## config.mk

```make
export PLATFORM = sky130hd
export DESIGN_NAME = rng_word_front
export DESIGN_NICKNAME = d
export VERILOG_FILES = /design/src/rtl/rngw_pkg.sv /design/src/rtl/rngw_timer.sv /design/src/rtl/rngw_collect.sv /design/src/rtl/rngw_regs.sv /design/src/rtl/rng_word_front.sv
export SDC_FILE = /design/constraint.sdc
export NUM_CORES = 1
export LEC_CHECK = 0
export CAP_MARGIN = 25
export CORE_MARGIN = 8
export CORE_UTILIZATION = 60
export CTS_CLUSTER_DIAMETER = 50
export DETAILED_ROUTE_END_ITERATION = 8
export DONT_BUFFER_PORTS = 1
export HOLD_SLACK_MARGIN = 0.12
export PLACE_DENSITY_LB_ADDON = 0.3
export SLEW_MARGIN = 20
export SYNTH_ARGS = -nofsm -noshare
export SYNTH_HDL_FRONTEND = slang
export SYNTH_SLANG_ARGS = --single-unit
```

## constraint.sdc

```tcl
create_clock -name clk_i -period 4.45 [get_ports clk_i]
set_input_delay 1.1125 -clock clk_i [delete_from_list [all_inputs] [get_ports clk_i]]
set_output_delay 1.1125 -clock clk_i [all_outputs]
set_load 0.05 [all_outputs]
```

## src/rtl/rngw_pkg.sv

```systemverilog
package rngw_pkg;
  localparam int unsigned DATA_W   = 32;
  localparam logic [23:0] CTRL_KEY = 24'h524E47;
  localparam logic [7:0]  OFF_CTRL = 8'h00;
  localparam logic [7:0]  OFF_MODE = 8'h04;
  localparam logic [7:0]  OFF_STAT = 8'h1C;
  localparam logic [7:0]  OFF_DATA = 8'h50;
endpackage

```

## src/rtl/rngw_timer.sv

```systemverilog
module rngw_timer #(
  parameter int unsigned NORM_PERIOD = 84,
  localparam int unsigned HALF_PERIOD = 2 * NORM_PERIOD,
  localparam int unsigned CNT_W = $clog2(HALF_PERIOD)
) (
  input  logic             clk_i,
  input  logic             rst_ni,
  input  logic             en_i,
  input  logic             half_i,
  input  logic             restart_i,
  output logic             tick_o,
  output logic [CNT_W-1:0] cnt_o
);
  logic [CNT_W-1:0] cnt_q;
  logic [CNT_W-1:0] lim;

  assign lim    = half_i ? CNT_W'(HALF_PERIOD - 1) : CNT_W'(NORM_PERIOD - 1);
  assign tick_o = en_i && (cnt_q == lim);
  assign cnt_o  = cnt_q;

  always_ff @(posedge clk_i or negedge rst_ni) begin
    if (!rst_ni)                 cnt_q <= '0;
    else if (!en_i || restart_i) cnt_q <= '0;
    else if (tick_o)             cnt_q <= '0;
    else                         cnt_q <= cnt_q + 1'b1;
  end
endmodule

```

## src/rtl/rngw_collect.sv

```systemverilog
module rngw_collect #(
  parameter int unsigned W = 32
) (
  input  logic         clk_i,
  input  logic         rst_ni,
  input  logic         bit_i,
  output logic [W-1:0] word_o
);
  // keeps W-1 past samples; the current bit completes the word
  logic [W-2:0] hist_q;

  assign word_o = {hist_q, bit_i};

  always_ff @(posedge clk_i or negedge rst_ni) begin
    if (!rst_ni) hist_q <= '0;
    else         hist_q <= word_o[W-2:0];
  end
endmodule

```

## src/rtl/rngw_regs.sv

```systemverilog
module rngw_regs
  import rngw_pkg::*;
#(
  parameter int unsigned ADDR_W = 8
) (
  input  logic              clk_i,
  input  logic              rst_ni,
  input  logic [ADDR_W-1:0] addr_i,
  input  logic              wr_i,
  input  logic [23:0]       key_i,
  input  logic              bit0_i,
  output logic              en_o,
  output logic              half_o,
  output logic              mode_wr_o
);
  logic ctrl_ok;

  assign ctrl_ok   = wr_i && (addr_i == ADDR_W'(OFF_CTRL)) && (key_i == CTRL_KEY);
  assign mode_wr_o = wr_i && (addr_i == ADDR_W'(OFF_MODE));

  always_ff @(posedge clk_i or negedge rst_ni) begin
    if (!rst_ni) begin
      en_o   <= 1'b0;
      half_o <= 1'b0;
    end else begin
      if (ctrl_ok)   en_o   <= bit0_i;
      if (mode_wr_o) half_o <= bit0_i;
    end
  end
endmodule

```

## src/rtl/rng_word_front.sv

```systemverilog
module rng_word_front
  import rngw_pkg::*;
#(
  parameter int unsigned ADDR_W      = 8,
  parameter int unsigned NORM_PERIOD = 84,
  localparam int unsigned CNT_W = $clog2(2 * NORM_PERIOD)
) (
  input  logic              clk_i,
  input  logic              rst_ni,
  input  logic [ADDR_W-1:0] addr_i,
  input  logic              wr_i,
  input  logic [31:0]       wdata_i,
  input  logic              rd_i,
  output logic [31:0]       rdata_o,
  input  logic              entropy_i
);
  logic              en_q, half_q, mode_wr, tick, rdy_q;
  logic [CNT_W-1:0]  cnt;
  logic [DATA_W-1:0] word, data_q;
  logic              stat_rd;
  logic              unused_wbits;

  assign unused_wbits = ^wdata_i[7:1];

  rngw_regs #(.ADDR_W(ADDR_W)) u_regs (
    .clk_i, .rst_ni, .addr_i, .wr_i,
    .key_i(wdata_i[31:8]), .bit0_i(wdata_i[0]),
    .en_o(en_q), .half_o(half_q), .mode_wr_o(mode_wr)
  );

  rngw_timer #(.NORM_PERIOD(NORM_PERIOD)) u_timer (
    .clk_i, .rst_ni, .en_i(en_q), .half_i(half_q), .restart_i(mode_wr),
    .tick_o(tick), .cnt_o(cnt)
  );

  rngw_collect #(.W(DATA_W)) u_coll (
    .clk_i, .rst_ni, .bit_i(entropy_i), .word_o(word)
  );

  assign stat_rd = rd_i && (addr_i == ADDR_W'(OFF_STAT));

  always_ff @(posedge clk_i or negedge rst_ni) begin
    if (!rst_ni) begin
      rdy_q  <= 1'b0;
      data_q <= '0;
    end else begin
      if (tick) data_q <= word;
      // completion wins over a clearing read in the same cycle
      if (tick)         rdy_q <= 1'b1;
      else if (stat_rd) rdy_q <= 1'b0;
    end
  end

  always_comb begin
    rdata_o = '0;
    if (rd_i) begin
      unique case (addr_i)
        ADDR_W'(OFF_MODE): rdata_o = {31'b0, half_q};
        ADDR_W'(OFF_STAT): rdata_o = {31'b0, rdy_q};
        ADDR_W'(OFF_DATA): rdata_o = data_q;
        default:           rdata_o = '0;
      endcase
    end
  end
endmodule

```

==> reports/results.ini <==
[status]
status=completed

[setup_path]
critPathArrivalTime_ns=2.59
r2r_setup_slack_ns=2.13
path_class=in -> out
end_kind=output port
worstReg2RegEnd=data_q[29]
rr_worst_depth=5
cp.required_ns=3.34
reg2reg_from=u_timer.cnt_o[4]
worstPathMaxFanout=22
endpoint=rdata_o[0]
startpoint=addr_i[1]
start_kind=primary input

[timing]
relSlewSlack_pct=55.07
fin_skew_ns=0.007855
hold_violations=0
rsz0062_at_grt=no
finalCritPeriodShare_pct=83.29
drv_slew=0
setup_viol=0
fin_crit_ns=3.706
worstMarginPinSlew_ns=0.6739
setup_slack_ns=0.7437
max_freq_ghz=0.2698
tns_ns=0

[placed_design]
gp_congestion=0.7367
dpl.hpwl_um=3918
io_buffer_count=0
dp_slack_ns=0.6979
place_area_um2=3025

[floorplanning]
initial_utilization_pct=62.71
num_rows=25
io-pin-count=77
core_um2=4755
die_x_um=86.50
die_area_um2=7481
die_y_um=86.50

[detailed_routing]
drt-pass1-iter-count=4
wl_per_cell_um=19.51
avgViaCountPerCell=5.644
wl_um=5481
ant_nets=0
vias=1586
drc=0
drt_iter0_markers=76

[power_and_ir_drop]
intPower_w=0.001011
power.switching_w=0.0002394
combPwrFrac_pct=0.6
clockPowerShare_pct=43.6
swShare_pct=19.15
p_leak_nw=1.568
peakVddDrop_mv=0.2709
power_frac_seq_pct=55.8
power_density_nw_per_um2=386.3

[clocking]
clk_pin_slew_ns=0.07
clkSinkCount=74
clkLatencyLatePin_ns=0.33
cts_made_buffers=9
cts_buffer_depth=2
post_cts_buffers=0
tritoncts=yes
cts_root_buffer=clkbuf_8
htreeDepth=3
cts_hold_buf=0
cts_resized=0

[grt]
grt_overflow=0
grt_pass1_wl_um=8783
first_global_vias=1670
grt_usage_pct=15.70
antenna_found_initial=0
grt_max_degree=75

[worst_hold_path]
hold_depth=0
min_path_type=reg -> reg

[yosys]
synth_area_um2=2982
synth_common_cells=dfrtp_1 (74), and2_1 (32), mux2_4 (29)
synth-edff-count=0
syn-num-nets=248
syn_inst=202
synth_cell_types=33
synth_top_area_share_pct=62.11
synth_top_cell_by_area=dfrtp_1
synthArstFlopShare_pct=100.0
netlist_top_cells_area=dfrtp_1 (62%), mux2_4 (15%), and2_1 (6.7%)
synth_area_per_cell_um2=14.76
synth_ff_type=dfrtp_1
yosysMostFrequentCell=dfrtp_1
synth_seq_area_share_pct=62.11
ys_seq_elements=74
yosysWarnings=0

[final_layout]
fin_area_um2=3237
syn_to_final_growth_pct=8.560
n_antenna_cell=0
drive_above_1_share_pct=25.23
nNetsFinal=255

[flow_run]
drv_cap=0

-- routing by layer --
layer,track usage (%),up-vias,wire [um]
met2,26.32,44,2852
met5,0,-,0
li1,-,706,-
met1,17.82,826,2268
met3,4.348,10,249
met4,8.294,0,110
-- flip-flops by register name, summed over array words and instances, names as in the netlist --
| register | flops |
|---|---|
| rdy_q | 1 |
| data_q | 32 |
| u_timer.cnt_o | 8 |
| u_regs.en_o | 1 |
| u_coll.hist_q | 31 |
| u_regs.half_o | 1 |
-- worst min-delay path by stage --
| stage | endpoint | slack (ns) | start |
|---|---|---|---|
| after detailed placement | u_coll.hist_q[28] | 0.36 | u_coll.hist_q[27] |
| after global placement | u_coll.hist_q[9] | 0.36 | u_coll.hist_q[8] |
| after global routing | u_coll.hist_q[28] | 0.38 | u_coll.hist_q[27] |
| after floorplan | u_coll.hist_q[1] | 0.35 | u_coll.hist_q[0] |
| after CTS | u_coll.hist_q[28] | 0.37 | u_coll.hist_q[27] |
| final | u_coll.hist_q[2] | 0.37 | u_coll.hist_q[1] |
-- critical path: stages --
cell,delay (ns)
nor4_1,0.38
nand2_1,0.16
nor2_1,0.19
buf_4,0.25
a22o_1,0.49
-- power groups by stage --
stage,Sequential [W],Combinational (W),Clock [W]
3_5_place_dp,0.000711,0.00000762,0
4_1_cts,0.000698,0.00000757,0.000558
3_3_place_gp,0.000709,0.00000718,0
5_1_grt,0.000699,0.00000847,0.000587
2_1_floorplan,0.000707,0.00000674,0
6_report,0.000698,0.00000754,0.000545
-- through the flow --
stage	instances	power [W]	hold WS [ns]	util (%)
floorplan	202	0.0007135	0.3501	-
global placement	264	0.0007163	0.3574	63.05
detailed placement	265	0.0007182	0.3609	63.63
CTS	281	0.001264	0.3729	68.08
global route	281	0.001295	0.3771	68.08
finish	281	0.001250	0.3723	68.08
-- kinds of logic (layout without fill, tap and decap cells) --
family / Yosys count / after routing / share of synthesized area (%)
AOI/OAI and AO/OA: 5 / 5 / 1.217
and+or+nand+nor: 74 / 74 / 15.11
adders and majority gates: 1 / 1 / 0.4196
DFF: 74 / 74 / 62.11
xor gates and xnor gates: 6 / 6 / 1.762
muxes: 34 / 34 / 16.49
buffers and inverters: 8 / 20 / 2.895
-- cell usage in the layout (no fill, tap or decap), types with 2 or more instances in the layout --
master / synthesis / final
or3b_2: 1 / 2
nand3_1: 7 / 7
nand4_1: 2 / 2
and2_1: 32 / 32
mux2_4: 29 / 29
nor4b_1: 2 / 2
nor4_1: 2 / 2
xnor2_1: 2 / 2
dfrtp_1: 74 / 74
buf_4: 0 / 2
bufinv_16: 0 / 2
clkbuf_8: 0 / 9
mux2_2: 5 / 5
nand2_1: 2 / 2
xor2_1: 4 / 4
clkbuf_1: 3 / 3
nor3b_1: 2 / 2
nor2_1: 14 / 14
nor4bb_1: 2 / 2
-- final cells by class --
class | count | area, um2
flip-flops and latches | 74 | 1852
fillers | 341 | 1518
multi-input cells | 120 | 1044
clock buffers | 12 | 135.1
well taps | 67 | 83.83
clock inverters | 4 | 76.32
repair buffers | 3 | 42.54
inverters | 1 | 3.754
No activity file was read; power rests on OpenSTA's default activity.
